--- config.mk ---
export PLATFORM = sky130hd
export DESIGN_NAME = psu_seq_top
export DESIGN_NICKNAME = d
export VERILOG_FILES = /design/src/rtl/psu_seq_pkg.sv /design/src/rtl/psu_sync.sv /design/src/rtl/psu_delay.sv /design/src/rtl/psu_seq_fsm.sv /design/src/rtl/psu_seq_top.sv
export SDC_FILE = /design/constraint.sdc
export NUM_CORES = 1
export LEC_CHECK = 0
export ABC_CLOCK_PERIOD_IN_PS = 2130
export BUFFER_PORTS_ARGS = -buffer_cell sky130_fd_sc_hd__buf_2
export CAP_MARGIN = 20
export CORE_AREA = 2 2 39 41
export DETAILED_ROUTE_END_ITERATION = 16
export DIE_AREA = 0 0 41 43
export GPL_ROUTABILITY_DRIVEN = 0
export PLACE_DENSITY = 0.81
export SETUP_SLACK_MARGIN = 0.5
export SKIP_LAST_GASP = 1
export SYNTH_ARGS = -nofsm -noshare
export SYNTH_HDL_FRONTEND = slang
export SYNTH_SLANG_ARGS = --single-unit
export TNS_END_PERCENT = 10
--- constraint.sdc ---
create_clock -name clk_i -period 2.13 [get_ports clk_i]
set_clock_uncertainty 0.15 [all_clocks]
set_input_delay 0.1065 -clock clk_i [delete_from_list [all_inputs] [get_ports clk_i]]
set_output_delay 0.1065 -clock clk_i [all_outputs]
set_load 0.02 [all_outputs]
--- src/rtl/psu_seq_pkg.sv ---
package psu_seq_pkg;
  typedef enum logic [2:0] {
    ST_WAIT_VIN,
    ST_WAIT_18,
    ST_WAIT_25,
    ST_INIT,
    ST_RUN,
    ST_SHUT,
    ST_STOP
  } seq_state_e;
endpackage

--- src/rtl/psu_sync.sv ---
module psu_sync #(
  parameter int W = 3
) (
  input  logic         clk_i,
  input  logic         rst_ni,
  input  logic [W-1:0] d_i,
  output logic [W-1:0] q_o
);
  logic [W-1:0] meta_q, sync_q;

  always_ff @(posedge clk_i or negedge rst_ni) begin
    if (!rst_ni) begin
      meta_q <= '0;
      sync_q <= '0;
    end else begin
      meta_q <= d_i;
      sync_q <= meta_q;
    end
  end

  assign q_o = sync_q;
endmodule

--- src/rtl/psu_delay.sv ---
module psu_delay #(
  parameter int CNT = 50
) (
  input  logic clk_i,
  input  logic rst_ni,
  input  logic clr_i,
  input  logic tick_i,
  output logic done_o
);
  localparam int CW = $clog2(CNT + 1);
  localparam logic [CW-1:0] CNT_V = CW'(CNT);

  logic [CW-1:0] cnt_q;

  always_ff @(posedge clk_i or negedge rst_ni) begin
    if (!rst_ni)                       cnt_q <= '0;
    else if (clr_i)                    cnt_q <= '0;
    else if (tick_i && cnt_q != CNT_V) cnt_q <= cnt_q + 1'b1;
  end

  assign done_o = (cnt_q == CNT_V);

  // counter saturates at the limit
  assert_cnt_bound_R5: assert property (@(posedge clk_i) disable iff (!rst_ni)
    cnt_q <= CNT_V);
endmodule

--- src/rtl/psu_seq_fsm.sv ---
module psu_seq_fsm
  import psu_seq_pkg::*;
(
  input  logic clk_i,
  input  logic rst_ni,
  input  logic vin_ok_i,
  input  logic r18_ok_i,
  input  logic r25_ok_i,
  input  logic wait_done_i,
  output logic wait_clr_o,
  output logic en18_o,
  output logic en25_o,
  output logic pwr_good_o,
  output logic cpu_rst_no
);
  seq_state_e state_q, state_d;
  logic fault;

  assign fault = !(vin_ok_i && r18_ok_i && r25_ok_i);

  always_comb begin
    state_d = state_q;
    unique case (state_q)
      ST_WAIT_VIN: if (vin_ok_i) state_d = ST_WAIT_18;
      ST_WAIT_18:  if (r18_ok_i) state_d = ST_WAIT_25;
      ST_WAIT_25:  if (r25_ok_i) state_d = ST_INIT;
      ST_INIT: begin
        if (fault)            state_d = ST_SHUT;
        else if (wait_done_i) state_d = ST_RUN;
      end
      ST_RUN:  if (fault) state_d = ST_SHUT;
      ST_SHUT: state_d = ST_STOP;
      ST_STOP: state_d = ST_STOP;
      default: state_d = ST_STOP;
    endcase
  end

  always_ff @(posedge clk_i or negedge rst_ni) begin
    if (!rst_ni) state_q <= ST_WAIT_VIN;
    else         state_q <= state_d;
  end

  always_comb begin
    en18_o     = 1'b0;
    en25_o     = 1'b0;
    pwr_good_o = 1'b0;
    cpu_rst_no = 1'b0;
    unique case (state_q)
      ST_WAIT_18: en18_o = 1'b1;
      ST_WAIT_25, ST_SHUT: begin
        en18_o = 1'b1;
        en25_o = 1'b1;
      end
      ST_INIT: begin
        en18_o     = 1'b1;
        en25_o     = 1'b1;
        pwr_good_o = 1'b1;
      end
      ST_RUN: begin
        en18_o     = 1'b1;
        en25_o     = 1'b1;
        pwr_good_o = 1'b1;
        cpu_rst_no = 1'b1;
      end
      default: ;
    endcase
  end

  assign wait_clr_o = (state_q != ST_INIT);

  assert_en25_needs_en18_R3: assert property (@(posedge clk_i) disable iff (!rst_ni)
    en25_o |-> en18_o);
  assert_pg_needs_rails_R4: assert property (@(posedge clk_i) disable iff (!rst_ni)
    pwr_good_o |-> (en18_o && en25_o));
  assert_rst_release_after_wait_R5: assert property (@(posedge clk_i) disable iff (!rst_ni)
    $rose(cpu_rst_no) |-> $past(wait_done_i));
  assert_rst_low_on_pg_drop_R6: assert property (@(posedge clk_i) disable iff (!rst_ni)
    $fell(pwr_good_o) |-> (!cpu_rst_no && en18_o && en25_o));
  assert_en_drop_after_rst_R7: assert property (@(posedge clk_i) disable iff (!rst_ni)
    $fell(en25_o) |-> ($past(!cpu_rst_no) && !en18_o));
  assert_stop_sticky_R8: assert property (@(posedge clk_i) disable iff (!rst_ni)
    (state_q == ST_STOP) |=> (state_q == ST_STOP));
endmodule

--- src/rtl/psu_seq_top.sv ---
module psu_seq_top #(
  parameter int INIT_MS = 50
) (
  input  logic clk_i,
  input  logic rst_ni,
  input  logic ms_tick_i,
  input  logic vin_ok_i,
  input  logic rail18_ok_i,
  input  logic rail25_ok_i,
  output logic en18_o,
  output logic en25_o,
  output logic pwr_good_o,
  output logic cpu_rst_no
);
  localparam int NRAIL = 3;

  logic [NRAIL-1:0] rail_raw, rail_s;
  logic             wait_clr, wait_done;

  assign rail_raw = {rail25_ok_i, rail18_ok_i, vin_ok_i};

  psu_sync #(.W(NRAIL)) i_sync (
    .clk_i  (clk_i),
    .rst_ni (rst_ni),
    .d_i    (rail_raw),
    .q_o    (rail_s)
  );

  psu_delay #(.CNT(INIT_MS)) i_delay (
    .clk_i  (clk_i),
    .rst_ni (rst_ni),
    .clr_i  (wait_clr),
    .tick_i (ms_tick_i),
    .done_o (wait_done)
  );

  psu_seq_fsm i_fsm (
    .clk_i       (clk_i),
    .rst_ni      (rst_ni),
    .vin_ok_i    (rail_s[0]),
    .r18_ok_i    (rail_s[1]),
    .r25_ok_i    (rail_s[2]),
    .wait_done_i (wait_done),
    .wait_clr_o  (wait_clr),
    .en18_o      (en18_o),
    .en25_o      (en25_o),
    .pwr_good_o  (pwr_good_o),
    .cpu_rst_no  (cpu_rst_no)
  );
endmodule

# After elaboration in Yosys (flattened, before gate mapping)
# Index checks and enable logic that the tools add are counted.
word_totals:
  word_cells: 40
  in_bits: 6
  regBits: 15
op_classes:
  addsub: 1
  n_eq_ne: 13
  n_reduce_logical: 9
  muxes: 13
ops:
  columns: ["op", "count"]
  rows:
  - ["3-bit 2-to-1 mux", 6]
  - ["3-bit one-hot mux with 5 select lines", 1]
  - ["6-bit 2-to-1 mux", 2]
  - ["2-bit != test (second input constant)", 4]
  - ["6-bit by 1-bit adder with 6-bit output (second input constant)", 1]
  - ["3-bit by 2-bit equality test with 1-bit output (second input constant)", 2]
  - ["3-bit equality test (second input constant)", 2]
  - ["6-bit equality test (second input constant)", 1]
  - ["6-bit != test (second input constant)", 1]
  - ["5-bit AND reduction", 1]
  - ["5-bit OR reduction", 1]
  - ["1-bit 2-to-1 mux", 4]
  - ["4-bit OR reduction", 1]
  - ["3-bit by 1-bit equality test with 1-bit output (second input constant)", 1]
  - ["1-bit logical AND", 3]
  - ["3-bit zero test", 1]
  - ["3-bit by 2-bit != test with 1-bit output (second input constant)", 1]
  - ["3-bit != test (second input constant)", 1]
  - ["2-bit nonzero test", 1]
  - ["2-bit OR reduction", 1]

# Longest topological paths before layout
logic_depth:
  depth_word: 4
  ltp_mapped: 5
  mapped_depth_nobuf: 5

# Cells and area by module
# From an unflattened synthesis, not the netlist that was laid out.
hier_totals:
  cells_unflattened: 71
  area_unflattened_um2: 723.2
modules_own_cells:
  columns: ["module", "area_each_um2", "n_inst", "seq_area_each_um2", "cells_each"]
  rows:
  - ["psu_delay", 357.8, 1, 150.1, 38]
  - ["psu_seq_fsm", 215.2, 1, 75.1, 27]
  - ["psu_sync", 150.1, 1, 150.1, 6]

# Worst setup path after synthesis
# OpenSTA, ideal clock, no wires.
synth_path:
  path_type: "flip-flop to output port"
  start: "register i_fsm.state_q[1]"
  end: "output pwr_good_o"
  path_stages_with_launch: 4
  slack_ns: 0.663
  t_arrival_ns: 1.211
  t_required_ns: 1.874
  n_path_buf: 1
  cell_sequence: "dfrtp_1 > clkbuf_1 > nand2b_1 > o21ai_0"
synth_via:
  elab_chain_len: 3
  elab_cells_between_ends: 4
synth_rtl:
  columns: ["item", "line_no", "source"]
  rows:
  - ["start: declaration", "psu_seq_fsm.sv:16", "seq_state_e state_q, state_d;"]
  - ["start signal: assignment", "psu_seq_fsm.sv:40", "else state_q <= state_d;"]
  - ["3-bit by 2-bit equality test with 1-bit output / 3-bit equality test (equally long branches)", "psu_seq_fsm.sv:48", "unique case (state_q)"]
  - ["2-bit OR reduction (no source line) (*)", null, null]
  - ["1-bit 2-to-1 mux (*)", "psu_seq_fsm.sv:48", null]
  - ["end: declaration", "psu_seq_top.sv:12", "output logic pwr_good_o,"]
# Mark *: on every way between the ends. The rest lies on a longest branch, timed or not.

# Final worst setup path
layout_path:
  start: "register i_delay.cnt_q[0]"
  end: "register i_fsm.state_q[0]"
layout_via:
  elab_chain_len: 3
layout_rtl:
  columns: ["item", "line_no", "source"]
  rows:
  - ["start: declaration", "psu_delay.sv:13", "logic [CW-1:0] cnt_q;"]
  - ["start signal: assignment", "psu_delay.sv:18", "else if (tick_i && cnt_q != CNT_V) cnt_q <= cnt_q + 1'b1;"]
  - ["6-bit equality test", "psu_delay.sv:21", "assign done_o = (cnt_q == CNT_V);"]
  - ["3-bit != test (no source line)", null, null]
  - ["5-bit AND reduction (no source line)", null, null]
# No other way between the ends.
# A chain may end at the register's enable or synchronous reset.

==> reports/qor.txt <==
PLACE
------------------------------------------------------------------------------------------
Detailed placer's ending HPWL ...............................................       833 um
Number of placed instances with taps included ...............................           86
Number of buffer cells added on primary ports ...............................            9
Instance area at placement ..................................................     744 um^2

SYNTH
------------------------------------------------------------------------------------------
Sequential share of the synthesized area ....................................        0.542
Most common flop cell mapped by yosys ....................................... sky130_fd_sc_hd__dfrtp_1
Top post-synthesis cells by count ........................................... 15 x sky130_fd_sc_hd__dfrtp_1, 5 x sky130_fd_sc_hd__nand2_1, 4 x sky130_fd_sc_hd__a21oi_1, 4 x sky130_fd_sc_hd__nor2_1
Synth warnings ..............................................................            0
Synthesized netlist net count ...............................................           72
Post-synthesis instance area ................................................     692 um^2
Synth top area cells ........................................................ sky130_fd_sc_hd__dfrtp_1 54%, sky130_fd_sc_hd__xor2_1 3.8%, sky130_fd_sc_hd__ha_1 3.6%
Cell with the most instances after synthesis ................................ sky130_fd_sc_hd__dfrtp_1
Top-area cell type share of the netlist area ................................        0.542
Ys async rst share ..........................................................         1.00
Cell count after synthesis ..................................................           64
Average footprint of a synthesized cell .....................................    10.8 um^2
Leading area contributor after synthesis .................................... sky130_fd_sc_hd__dfrtp_1
Post-synthesis sequential element count .....................................           15
Post-synth cell types .......................................................           29
Number of synthesized flops with an enable pin ..............................            0

STATUS
------------------------------------------------------------------------------------------
Status ...................................................................... finished, final reports clean

TIMING
------------------------------------------------------------------------------------------
Unrepaired setup endpoints after global routing .............................         true
Final setup violation count .................................................            0
Final critical-path share of the clock period ...............................        0.735
Actual slew at the worst max-slew pin .......................................     0.317 ns
Slew Limit Fails ............................................................            0
Relative max-transition margin ..............................................        0.788
Max Clk Rate ................................................................      639 MHz
Final number of hold-violating endpoints ....................................            0
Time the final worst path needs with I/O delays and setup ...................      1.57 ns
Total Negative Setup Slacks .................................................         0 ns

FINISH
------------------------------------------------------------------------------------------
Count of inserted antenna diode cells .......................................            0
Final core area utilization .................................................        0.603
Final design area excluding fillers .........................................     835 um^2
FF/Latch Area ...............................................................     378 um^2
Final net count .............................................................           89
Area of the multi-input gates ...............................................     302 um^2
Number of fill cells in the layout ..........................................          110
Non-filler cells, final .....................................................           96
Ratio of cells with drive above 1 in the final layout .......................        0.250
Post-synthesis to final-layout area growth ..................................        20.6%

FLOORPLAN
------------------------------------------------------------------------------------------
Y dimension of the die ......................................................        43 um
CORE AREA ...................................................................    1380 um^2
Die Wd ......................................................................        41 um
Top-level I/O count .........................................................           10
Total Die Area ..............................................................    1760 um^2
Starting Density ............................................................        0.500
FP Rows .....................................................................           14

PWR
------------------------------------------------------------------------------------------
P_sw ........................................................................       134 uW
Share of power burned in combinational logic ................................        0.093
Flop pwr share ..............................................................        0.593
Int Pwr .....................................................................       391 uW
P per Cell Area .............................................................  629 nW/um^2
Switching share of total power ..............................................        0.256
Leakage component of the power ..............................................  0.000387 uW
Clock share of power ........................................................        0.314
Worst voltage drop across the vdd grid ......................................     0.412 mV
Overall power consumption ...................................................       525 uW

FLOW RUN
------------------------------------------------------------------------------------------
Max-cap check violation count ...............................................            0

CLOCK NETWORK
------------------------------------------------------------------------------------------
Total clock buffers created by CTS ..........................................            3
Clock tree from TritonCTS ...................................................         done
Root Driver ................................................................. sky130_fd_sc_hd__clkbuf_4
Buffer depth of the longest clock path ......................................            2
Clock latency reported for the late side of the worst-skew pair .............      0.28 ns
H-tree lvl count ............................................................            1
# clock sinks ...............................................................           15
Clock edge transition at the registers on the reported setup and hold paths .      0.09 ns

DETAILED ROUTING
------------------------------------------------------------------------------------------
Average wire per cell in the routed design ..................................      12.0 um
Starting DRC count in detailed routing ......................................            1
Uppermost layer routed ......................................................         met4
Total length of routed met2 wires ...........................................       567 um
Met3 Routed Length ..........................................................        18 um
Count of vias placed by the detailed router .................................          505
DRC viols ...................................................................            0
Met1 layer wirelength in the final routing ..................................       551 um
Total wirelength of the detailed-routed design ..............................      1160 um
Number of nets still failing antenna checks after routing ...................            0
DR pass1 iterations .........................................................            2
Vias/cell ...................................................................         5.26

GLOBAL ROUTING
------------------------------------------------------------------------------------------
Initial antenna violation count .............................................            0
Global routing usage summed across all routing layers .......................        0.162
Maximum number of pins on one net before global-route repair ................           16
Wire length of the first global-routing pass ................................      1810 um
GRT Residual Overflow .......................................................            0
Via count of the first global-routing pass ..................................          447

SETUP PATH
------------------------------------------------------------------------------------------
Critical Path RT ............................................................      2.14 ns
Worst reg2reg path startpoint ............................................... i_delay.cnt_q[0]
Type of element capturing the critical path .................................         flop
Peak fanout along the critical path .........................................            5
CP Launch Point ............................................................. i_delay.cnt_q[0]
Startpoint-to-endpoint class of the critical path ...........................   reg -> reg
Worst Setup Start Kind ......................................................         flop
Signal arrival time at the worst endpoint ...................................      1.58 ns

MIN PATH
------------------------------------------------------------------------------------------
Beginning of the worst hold path ............................................    ms_tick_i
HP Class ....................................................................    in -> reg

==> final timing paths <==
path,cells past startpoint,slack (ns),endpoint
max,5,0.56,i_fsm.state_q[0]
min,4,0.05,i_delay.cnt_q[2]
max reg2reg,5,0.56,i_fsm.state_q[0]
min reg2reg,0,0.21,i_sync.q_o[2]
max in group asynchronous,2,1.48,i_fsm.state_q[2]
min in group asynchronous,2,0.09,i_delay.cnt_q[4]
==> flip-flops by register name, summed over array words and instances, names as in the netlist <==
signal / cells
i_sync.meta_q: 3
i_sync.q_o: 3
i_delay.cnt_q: 6
i_fsm.state_q: 3
==> cells by family (layout without fill, tap and decap cells) <==
group / Yosys count / after routing / share of synthesized area
buf+inv: 5 / 21 / 0.0289
mux: 1 / 1 / 0.0145
xor+xnor: 3 / 3 / 0.0380
compound gates: 16 / 16 / 0.161
flops: 15 / 15 / 0.542
simple gates: 22 / 22 / 0.179
fa+ha+maj: 2 / 2 / 0.0362
==> routing by layer <==
metal | track usage | vias up
met3 | 0.0471 | 2
met5 | 0 | -
li1 | - | 262
met4 | 0.120 | 0
met1 | 0.191 | 237
met2 | 0.238 | 4
==> placed cells by master, fill, tap and decap left out, drive strengths merged, types with 2 or more instances in the layout <==
cell type and instances:
o21a 2, buf 11, nor2 4, xor2 3
inv 2, nand2 5, nor3 2, clkbuf 3
nand2b 2, a21oi 4, ha 2, nand3 2
dlygate4sd3 4, nand4 2, o21ai 3, dfrtp 15
==> area by class of cell <==
class,instances,share of cell area
clock buffer,3,0.0270
clock inverter,1,0.00600
inverter,2,0.00900
multi-input combinational,44,0.361
sequential,15,0.453
tap,16,0.0240
timing repair buffer,15,0.120
==> repair_timing <==
item	4_1_cts	5_1_grt
resized for setup	2	1
setup buffers	0	2
endpoints found under the setup margin	1	6
endpoints found under the hold margin	18	0
hold buffers	4	0
==> stage by stage <==
step                worst slack (ns)  hold slack [ns]
floorplan                      0.663           -0.339
global placement               0.616           -0.129
detailed placement             0.577           -0.126
CTS                            0.504           0.0302
global route                   0.469           0.0760
finish                         0.564           0.0466
==> power by group through the flow <==
stage                     Sequential [uW]  Clock [uW]  Combinational [uW]
after CTS                             310         170                49.1
after floorplan                       304           0                36.4
after detailed placement              316           0                43.4
final                                 311         165                49.1
after global placement                315           0                42.5
after global routing                  313         183                53.8
==> critical path, stage by stage, from the launching register on <==
cell                        delay, ns
sky130_fd_sc_hd__dfrtp_1         0.43
sky130_fd_sc_hd__inv_1           0.09
sky130_fd_sc_hd__ha_1            0.14
sky130_fd_sc_hd__nand4b_1        0.17
sky130_fd_sc_hd__o311ai_0        0.36
sky130_fd_sc_hd__a2bb2oi_1       0.11
Note: power is estimated with default switching activity, not from simulation.
